### src/rtl/fi_pkg.sv
package fi_pkg;
  localparam int unsigned SPACE_W = 16;
  localparam int unsigned IDX_W   = 4;

  typedef enum logic [1:0] {
    FI_SYNC  = 2'd0,
    FI_ASYNC = 2'd1,
    FI_PULSE = 2'd2,
    FI_IDLE  = 2'd3
  } fi_mode_e;
endpackage

### src/rtl/fi_lfsr.sv
module fi_lfsr #(
  parameter logic [15:0] SEED = 16'hACE1
) (
  input  logic                    clk_i,
  input  logic                    rst_ni,
  input  logic                    en_i,
  output logic [fi_pkg::IDX_W-1:0] idx_o
);
  logic [15:0] lfsr_q;
  logic        fb;

  assign fb    = lfsr_q[15] ^ lfsr_q[13] ^ lfsr_q[12] ^ lfsr_q[10];
  assign idx_o = lfsr_q[fi_pkg::IDX_W-1:0];

  always_ff @(posedge clk_i or negedge rst_ni) begin
    if (!rst_ni)   lfsr_q <= SEED;
    else if (en_i) lfsr_q <= {lfsr_q[14:0], fb};
  end

  assert_lfsr_nonzero_R3: assert property (@(posedge clk_i) disable iff (!rst_ni)
    lfsr_q != 16'h0);

  assert_lfsr_hold_R10: assert property (@(posedge clk_i) disable iff (!rst_ni)
    !en_i |=> $stable(lfsr_q));
endmodule

### src/rtl/fi_timer.sv
module fi_timer #(
  parameter int unsigned RATE_W   = 16,
  parameter int unsigned DEF_RATE = 199
) (
  input  logic              clk_i,
  input  logic              rst_ni,
  input  logic              en_i,
  input  logic [RATE_W-1:0] rate_i,
  output logic              fire_o
);
  logic [RATE_W-1:0] cnt_q;
  logic [RATE_W-1:0] period;

  assign period = (rate_i == '0) ? RATE_W'(DEF_RATE) : rate_i;
  // >= keeps the counter bounded if the rate shrinks mid-interval
  assign fire_o = en_i && (cnt_q >= period - 1'b1);

  always_ff @(posedge clk_i or negedge rst_ni) begin
    if (!rst_ni)     cnt_q <= '0;
    else if (!en_i)  cnt_q <= '0;
    else if (fire_o) cnt_q <= '0;
    else             cnt_q <= cnt_q + 1'b1;
  end

  assert_fire_spacing_R2: assert property (@(posedge clk_i) disable iff (!rst_ni)
    (fire_o && period > 1) |=> (!fire_o || !$stable(rate_i)));

  assert_no_fire_idle_R10: assert property (@(posedge clk_i) disable iff (!rst_ni)
    !en_i |-> !fire_o);
endmodule

### src/rtl/fi_mask_gen.sv
module fi_mask_gen
  import fi_pkg::*;
#(
  parameter int unsigned ASYNC_HOLD = 4
) (
  input  logic               clk_i,
  input  logic               rst_ni,
  input  logic               en_i,
  input  logic               fire_i,
  input  fi_mode_e           mode_i,
  input  logic [IDX_W-1:0]   idx_i,
  output logic [SPACE_W-1:0] sync_flat_o,
  output logic [SPACE_W-1:0] async_flat_o
);
  localparam int unsigned HW = (ASYNC_HOLD < 2) ? 1 : $clog2(ASYNC_HOLD);

  logic [SPACE_W-1:0] mask_q, onehot;
  logic               is_sync_q;
  logic [HW-1:0]      hold_q;

  assign onehot = SPACE_W'(1) << idx_i;

  always_ff @(posedge clk_i or negedge rst_ni) begin
    if (!rst_ni) begin
      mask_q    <= '0;
      is_sync_q <= 1'b0;
      hold_q    <= '0;
    end else if (!en_i) begin
      mask_q    <= '0;
      is_sync_q <= 1'b0;
      hold_q    <= '0;
    end else if (fire_i) begin
      unique case (mode_i)
        FI_SYNC: begin
          mask_q    <= onehot;
          is_sync_q <= 1'b1;
          hold_q    <= '0;
        end
        FI_ASYNC: begin
          mask_q    <= onehot;
          is_sync_q <= 1'b0;
          hold_q    <= HW'(ASYNC_HOLD - 1);
        end
        FI_PULSE: begin
          mask_q    <= onehot;
          is_sync_q <= 1'b0;
          hold_q    <= '0;
        end
        default: begin
          mask_q    <= '0;
          is_sync_q <= 1'b0;
          hold_q    <= '0;
        end
      endcase
    end else if (hold_q != '0) begin
      hold_q <= hold_q - 1'b1;
    end else begin
      mask_q    <= '0;
      is_sync_q <= 1'b0;
    end
  end

  assign sync_flat_o  = is_sync_q ? mask_q : '0;
  assign async_flat_o = is_sync_q ? '0 : mask_q;

  assert_single_flip_R5: assert property (@(posedge clk_i) disable iff (!rst_ni)
    $onehot0({sync_flat_o, async_flat_o}));

  assert_sync_origin_R6: assert property (@(posedge clk_i) disable iff (!rst_ni)
    (sync_flat_o != '0) |-> $past(fire_i && mode_i == FI_SYNC));

  assert_hold_bound_R7: assert property (@(posedge clk_i) disable iff (!rst_ni)
    32'(hold_q) < ASYNC_HOLD || hold_q == '0);

  assert_disable_clears_R10: assert property (@(posedge clk_i) disable iff (!rst_ni)
    !en_i |=> (mask_q == '0));

  assert_idle_quiet_R9: assert property (@(posedge clk_i) disable iff (!rst_ni)
    (fire_i && mode_i == FI_IDLE) |=> (mask_q == '0));
endmodule

### src/rtl/fi_slicer.sv
module fi_slicer
  import fi_pkg::*;
#(
  parameter int unsigned               NUM_SM = 4,
  parameter int unsigned               MAX_W  = 8,
  parameter logic [NUM_SM-1:0][7:0]    SM_W   = {8'd5, 8'd4, 8'd3, 8'd2}
) (
  input  logic [SPACE_W-1:0]           flat_i,
  output logic [NUM_SM-1:0][MAX_W-1:0] sm_o
);
  function automatic int off_of(int k);
    int s = 0;
    for (int i = 0; i < k; i++) s += int'(SM_W[i]);
    return s;
  endfunction

  function automatic logic [SPACE_W-1:0] owned_mask();
    logic [SPACE_W-1:0] m = '0;
    for (int i = 0; i < int'(SPACE_W); i++) m[i] = (i < off_of(NUM_SM));
    return m;
  endfunction

  localparam logic [SPACE_W-1:0] OWNED = owned_mask();

  // positions beyond the last slice hit nothing
  logic unused_spare;
  assign unused_spare = ^(flat_i & ~OWNED);

  for (genvar k = 0; k < int'(NUM_SM); k++) begin : g_sm
    localparam int OFF = off_of(k);
    localparam int W   = int'(SM_W[k]);
    for (genvar j = 0; j < int'(MAX_W); j++) begin : g_bit
      if (j < W && OFF + j < int'(SPACE_W)) begin : g_map
        assign sm_o[k][j] = flat_i[OFF+j];
      end else begin : g_zero
        assign sm_o[k][j] = 1'b0;
      end
    end
  end
endmodule

### src/rtl/seu_fault_injector.sv
module seu_fault_injector
  import fi_pkg::*;
#(
  parameter int unsigned            NUM_SM     = 4,
  parameter int unsigned            MAX_W      = 8,
  parameter logic [NUM_SM-1:0][7:0] SM_W       = {8'd5, 8'd4, 8'd3, 8'd2},
  parameter int unsigned            RATE_W     = 16,
  parameter int unsigned            DEF_RATE   = 199,
  parameter int unsigned            ASYNC_HOLD = 4,
  parameter logic [15:0]            SEED       = 16'hACE1
) (
  input  logic                           clk_i,
  input  logic                           rst_ni,
  input  logic                           en_i,
  input  logic [1:0]                     mode_i,
  input  logic [RATE_W-1:0]              rate_i,
  output logic [NUM_SM-1:0][MAX_W-1:0]   sync_flip_o,
  output logic [NUM_SM-1:0][MAX_W-1:0]   async_flip_o
);
  logic               fire;
  logic [IDX_W-1:0]   idx;
  logic [SPACE_W-1:0] sync_flat, async_flat;

  fi_timer #(.RATE_W(RATE_W), .DEF_RATE(DEF_RATE)) i_timer (
    .clk_i, .rst_ni, .en_i, .rate_i, .fire_o(fire)
  );

  fi_lfsr #(.SEED(SEED)) i_lfsr (
    .clk_i, .rst_ni, .en_i, .idx_o(idx)
  );

  fi_mask_gen #(.ASYNC_HOLD(ASYNC_HOLD)) i_mask (
    .clk_i, .rst_ni, .en_i,
    .fire_i       (fire),
    .mode_i       (fi_mode_e'(mode_i)),
    .idx_i        (idx),
    .sync_flat_o  (sync_flat),
    .async_flat_o (async_flat)
  );

  fi_slicer #(.NUM_SM(NUM_SM), .MAX_W(MAX_W), .SM_W(SM_W)) i_slice_sync (
    .flat_i(sync_flat), .sm_o(sync_flip_o)
  );

  fi_slicer #(.NUM_SM(NUM_SM), .MAX_W(MAX_W), .SM_W(SM_W)) i_slice_async (
    .flat_i(async_flat), .sm_o(async_flip_o)
  );

  assert_outputs_exclusive_R5: assert property (@(posedge clk_i) disable iff (!rst_ni)
    !((sync_flip_o != '0) && (async_flip_o != '0)));

  assert_reset_quiet_R1: assert property (@(posedge clk_i) disable iff (!rst_ni)
    $rose(rst_ni) |-> (sync_flip_o == '0 && async_flip_o == '0));
endmodule

### config.mk
export PLATFORM = sky130hd
export DESIGN_NAME = seu_fault_injector
export DESIGN_NICKNAME = d
export VERILOG_FILES = /design/src/rtl/fi_pkg.sv /design/src/rtl/fi_lfsr.sv /design/src/rtl/fi_timer.sv /design/src/rtl/fi_mask_gen.sv /design/src/rtl/fi_slicer.sv /design/src/rtl/seu_fault_injector.sv
export SDC_FILE = /design/constraint.sdc
export NUM_CORES = 1
export LEC_CHECK = 0
export BUFFER_PORTS_ARGS = -buffer_cell sky130_fd_sc_hd__clkbuf_2
export CORE_MARGIN = 2
export CORE_UTILIZATION = 35
export DETAILED_ROUTE_END_ITERATION = 6
export GPL_ROUTABILITY_DRIVEN = 0
export PLACE_DENSITY = 0.57
export SLEW_MARGIN = 20
export SYNTH_ARGS = -nofsm -noshare
export SYNTH_HDL_FRONTEND = slang
export SYNTH_HIERARCHICAL = 1
export SYNTH_SLANG_ARGS = --single-unit
### constraint.sdc
create_clock -name clk_i -period 3.57 [get_ports clk_i]
set_input_delay 0.1785 -clock clk_i [delete_from_list [all_inputs] [get_ports clk_i]]
set_output_delay 0.1785 -clock clk_i [all_outputs]
set_load 0.01 [all_outputs]
; ---- Word-level counts from Yosys, hierarchy flattened
; Index checks and enable logic that the tools add are counted.
[totals]
ff_bits = 49
inputBits = 21
output_inout_bits = 64
wordCells = 39
[op_classes]
n_addsub = 3
magnitude_cmp = 1
n_eq_ne = 4
shift = 1
mux = 17
n_bitwise = 3
reduce_logical = 5
[op_table]
columns = op, count
row1 = $mux W14, 6
row2 = $mux W16, 3
row3 = $add A16 B1 Y16 const B, 1
row4 = $ge A16 B16 Y1, 1
row5 = $logic_not A16 Y1, 1
row6 = $sub A16 B1 Y16 const B, 1
row7 = $shl A1 B4 Y14 const A, 1
row8 = $mux W2, 4
row9 = $mux W1, 4
row10 = $ne A3 B1 Y1 const B, 1
row11 = $ne A3 B3 Y1 const B, 1
row12 = $reduce_or A3 Y1, 1
row13 = $xor A1 B1 Y1, 3
row14 = $eq A2 B1 Y1 const B, 1
row15 = $eq A2 B2 Y1 const B, 1
row16 = $logic_not A2 Y1, 1
row17 = $reduce_bool A2 Y1, 1
row18 = $sub A2 B1 Y2 const B, 1
row19 = $logic_and A1 B1 Y1, 1

; ---- Logic depth before layout (Yosys ltp)
[logic_depth]
ltp_word = 7
mapped_depth = 15
mapped_depth_nobuf = 14

; ---- Cells and area by module
; The synthesis kept the hierarchy.
[by_module_without_submodules]
columns = module, n_inst, cells_each, area_per_inst_um2, seq_area_each_um2
row1 = fi_timer, 1, 171, 1531.5, 400.4
row2 = fi_mask_gen, 1, 97, 1084.8, 475.5
row3 = fi_lfsr, 1, 42, 705.7, 410.4
row4 = fi_slicer, 2, 33, 244.0, 0.0

; ---- Worst setup path after synthesis
; No wires, ideal clock.
[synth_timing]
path_kind = input to register
start = in rate_i[0]
end = reg i_mask.mask_q[13]
setup_time_ps = 67
arrival_time_ps = 3397
required_ps = 3503
setup_slack_ps = 105
cell_stages = 15
path_buffers = 1
cell_sequence = inv_1 ha_1 or4b_4 nor4_4 nor4_1 xnor2_1 ha_1 nand4_1 or3_1 nor3_1 o31a_1 buf_4 nand2_4 nor4b_4 a32o_1
[synth_via]
elab_chain_len = 7
elab_cells_between_ends = 8
classes_between = add/sub: 1 / order compare: 1 / eq/ne: 1 / mux: 3 / reduce/logical: 2
[synth_rtl]
columns = element, line
row1 = start: declaration, seu_fault_injector.sv:16  ; input logic [RATE_W-1:0] rate_i,
row2 = $logic_not A16 Y1, fi_timer.sv:14  ; assign period = (rate_i == '0) ? RATE_W'(DEF_RATE) : rate_i;
row3 = $mux W16 *, fi_timer.sv:14
row4 = $sub A16 B1 Y16 *, fi_timer.sv:16  ; assign fire_o = en_i && (cnt_q >= period - 1'b1);
row5 = $ge A16 B16 Y1 *, fi_timer.sv:16
row6 = $logic_and A1 B1 Y1 *, fi_timer.sv:16
row7 = via fire, seu_fault_injector.sv:20  ; logic fire;
row8 = $mux W14, fi_mask_gen.sv:32  ; end else if (fire_i) begin
row9 = $mux W14, fi_mask_gen.sv:28  ; end else if (!en_i) begin
row10 = end signal: assignment, fi_mask_gen.sv:35  ; mask_q <= onehot;
row11 = end signal: assignment, fi_mask_gen.sv:40  ; mask_q <= onehot;
row12 = end signal: assignment, fi_mask_gen.sv:45  ; mask_q <= onehot;
row13 = end: declaration, fi_mask_gen.sv:17  ; logic [SPACE_W-1:0] mask_q, onehot;
; Mark *: on every way through the listed nets, which the timed path passes. The rest lies on a longest branch.
; A chain may end at the register's enable or synchronous reset.

; ---- Final worst setup path
[layout_timing]
start = in rate_i[0]
end = reg i_mask.mask_q[9]
; The elaborated chain is that of the path after synthesis.

==> results by stage <==
Status:
- The flow ran to the end, and the final reports show no timing, DRC or antenna violations.

Worst setup path:
- The buffering stage count on the worst path with inverters included is 3.
- Traced cell by cell, the critical path runs through clkbuf_2 > inv_1 > ha_1 > or4b_4 > nor4_4 > buf_4 > o41a_1 > nor2_1 > ha_1 > nand4_1 > or3_4 > nor3_2 > o31a_1 > nand2_4 > nor4_4 > a32o_2.
- The peak per-stage delay on the critical path is 0.48 ns.
- The cell family contributing the most delay on the critical path is simple AND/OR/NAND/NOR gates.
- The critical path required time is approximately 3.8 ns.
- The library cell contributing the largest single delay on the critical path is sky130_fd_sc_hd__or4b_4.
- The maximum fanout encountered on the critical timing path is 6.
- STA classifies the critical path endpoint as a flip-flop.
- The element type at the critical path start is an input pin.
- The kind of critical path is in2reg.
- Data on the critical path arrives at its endpoint at about 3.5 ns.

Route:
- The remaining design rule violation count is 0.
- In the routed layout, each cell is associated on average with a via count of around 4.7.
- The total length of routed wires is ~6500 um.
- The vias after detailed routing is approximately 2.5k.
- The first-pass detailed-route iteration total is 6.
- The remaining antenna violation count after routing is 0.
- The post-detailed-route wirelength per cell is roughly 12 um.
- For this block, the initial DRC count from the detailed router was 145.

Die:
- The starting utilization of the core area is between 30% and 40%.
- The floorplan step defined a die boundary enclosing between 10000 and 15000 um^2.
- The floorplan has 37 rows.
- The core region is 10320 um^2.
- In this run the horizontal extent of the chip is roughly 110 um.
- The die outline height is around 110 um.
- 85 I/O pins were placed.

Power and ir drop:
- The design draws around 1600 uW.
- IR analysis of the VDD net gives a maximum drop of roughly 0.00018 V.
- In this run the static leakage power is 0.001820 uW.
- The ratio of total power to cell area is ~410 nW/um^2.

STA:
- The number of hold violations in the final report came to 0.
- At the pin with the least slew margin, the transition time is approximately 0.68 ns.
- In this run the tightest slew margin relative to its limit is between 50% and 60%.
- The final-report setup violation count is 0.
- Across all hold checks on the routed design, the worst slack comes to around 0.25 ns.
- Of the available clock period, the critical path in the final layout requires between 90 and 100%.
- Setup repair after global routing left no endpoint under its margin.
- The final max-slew violation count is 0.
- The clock period minus final worst setup slack is ~3.3 ns.
- The worst-case clock skew is 0.002425 ns.
- The highest clock rate is just over 300 MHz.

Layout:
- After filler insertion, the fill cell instance count of the layout stands at 1036.
- In the final layout, the share of cells above drive strength 1 is 30.27%.
- The synthesis-to-layout area growth is 7.241%.
- The number of antenna diodes in the final layout is 0.
- The number of non-filler instances in the completed layout is 539.
- The final net count is approximately 440.
- Once layout is done, the placed cells without fillers occupy 3984 um^2.

Logic synthesis:
- Averaged over all synthesized cells, the footprint is just over 10 um^2.
- Counting every instance in the synthesized netlist gives ~370.
- The netlist area before placement is around 3700 um^2.
- During synthesis, Yosys emitted a total of 6 warnings.

Hold path:
- The path class of the tightest hold or removal check is in2reg.

Job:
- Across the run, the number of max-cap violations was 0.

CTS:
- TritonCTS built the clock tree.
- The clock-pin slew reported for the worst setup and hold paths after clock tree synthesis is ~0.080 ns.
- The longest clock path from root to sink contains 2 buffers.
- The number of sinks handled by clock tree synthesis is 49.
- The tree is rooted in a sky130_fd_sc_hd__clkbuf_8.
- CTS built an H-tree with a depth of 2.
- The clock latency on the worst-skew pair is around 0.30 ns.
- The total setup buffers inserted after CTS is 0.
- The number of buffers created by CTS is 5.

GRT:
- The number of antenna violations at the first check in global routing is 0.
- Across every metal layer, demand over resource in global routing totals 11.98%.
- The pin count of the biggest net entering global routing is 37.
- Summed over all layers, the global routing overflow is 0.
- The number of global-route vias before repair was 2427.
- The first global-routing pass estimated between 10000 and 15000 um of wire.

Placement:
- The instance area at placement is around 3800 um^2.
- The number of instances in the placed design is 530.
- The detailed placement HPWL is 5177 um.
- The count of port buffers added during placement is 48.
placed cells by master, fill, tap and decap left out, types with 4 or more instances in the layout:
cell	n
sky130_fd_sc_hd__conb_1	36
sky130_fd_sc_hd__nand4_1	7
sky130_fd_sc_hd__xnor2_1	19
sky130_fd_sc_hd__mux2_4	8
sky130_fd_sc_hd__nor3_1	6
sky130_fd_sc_hd__buf_4	21
sky130_fd_sc_hd__nand3_1	8
sky130_fd_sc_hd__dfstp_2	8
sky130_fd_sc_hd__and2_1	15
sky130_fd_sc_hd__dfrtp_1	41
sky130_fd_sc_hd__a21oi_1	11
sky130_fd_sc_hd__clkbuf_2	48
sky130_fd_sc_hd__clkbuf_8	6
sky130_fd_sc_hd__or3_1	4
sky130_fd_sc_hd__inv_1	10
sky130_fd_sc_hd__nor4_1	21
sky130_fd_sc_hd__ha_1	19
sky130_fd_sc_hd__nor2_1	15
sky130_fd_sc_hd__nor2b_1	21
sky130_fd_sc_hd__o21a_1	5
sky130_fd_sc_hd__nand2_1	8
sky130_fd_sc_hd__a22o_1	11
sky130_fd_sc_hd__mux2_2	7
flip-flops by register name, indices dropped and copies added, names as in the netlist:
signal            count
i_lfsr/lfsr_q        16
i_timer/cnt_q        16
i_mask/mask_q        14
i_mask/hold_q         2
i_mask/is_sync_q      1
through the flow:
| step | setup WS, ns | TNS, ns | util (%) |
|---|---|---|---|
| 2_1_floorplan | 0.1053 | 0 | - |
| 3_3_place_gp | -0.05428 | -0.4597 | 37.23 |
| 3_5_place_dp | -0.1156 | -1.388 | 37.23 |
| 4_1_cts | 0.1872 | 0 | 38.49 |
| 5_1_grt | 0.02399 | 0 | 38.59 |
| 6_report | 0.2729 | 0 | 38.59 |
worst register-to-register path: stages (launching register included):
cell                        delay (ns)
sky130_fd_sc_hd__dfrtp_1          0.46
sky130_fd_sc_hd__inv_1            0.07
sky130_fd_sc_hd__ha_1             0.28
sky130_fd_sc_hd__nand2b_1         0.15
sky130_fd_sc_hd__a2111oi_2        0.46
sky130_fd_sc_hd__nor3_2           0.06
sky130_fd_sc_hd__o31a_1           0.31
sky130_fd_sc_hd__buf_4            0.17
sky130_fd_sc_hd__buf_4            0.14
sky130_fd_sc_hd__and3b_1          0.19
sky130_fd_sc_hd__o21a_1           0.19
per-layer routing:
layer | GRT usage [%] | vias up | part of all wire, %
met4 | 3.061 | 0 | 0.90
met5 | 0 | - | 0
li1 | - | 1272 | -
met3 | 1.763 | 6 | 4.4
met2 | 20.34 | 66 | 47
met1 | 15.94 | 1166 | 48
area by class of cell:
type	count	area (um^2)	share of cell area, %
timing repair buffer	71	427.9	10.74
clock buffer	6	82.58	2.073
inverter	10	37.54	0.9422
sequential	49	1236	31.03
multi-input combinational	265	1992	50.00
clock inverter	2	37.54	0.9422
tap	136	170.2	4.271
final timing paths:
kind                                        start                end  slack [ns]  cells past startpoint
min in group asynchronous                  rst_ni  i_lfsr/lfsr_q[12]        0.33                      2
worst max register to register   i_timer/cnt_q[0]   i_mask/hold_q[1]        0.99                     10
worst min register to register  i_lfsr/lfsr_q[14]  i_lfsr/lfsr_q[15]        0.51                      1
worst max-delay path                    rate_i[0]   i_mask/mask_q[9]        0.27                     16
max in group asynchronous                  rst_ni   i_lfsr/lfsr_q[5]        2.46                      3
worst min-delay path                    mode_i[0]   i_mask/is_sync_q        0.25                      4
repair_timing:
action                                  in CTS  in global routing
resized for setup                            0                  2
hold buffers                                 1                  0
hold endpoints to repair                     9                  0
endpoints found under the setup margin       0                 17
power breakdown:
group	leakage (uW)	total, uW	internal, uW	switching [uW]
clock	0.0000574	408	228	180
sequential	0.000633	801	693	108
combinational	0.00113	422	237	184
total	0.00182	1630	1160	473
No activity file was read; power rests on OpenSTA's default activity.
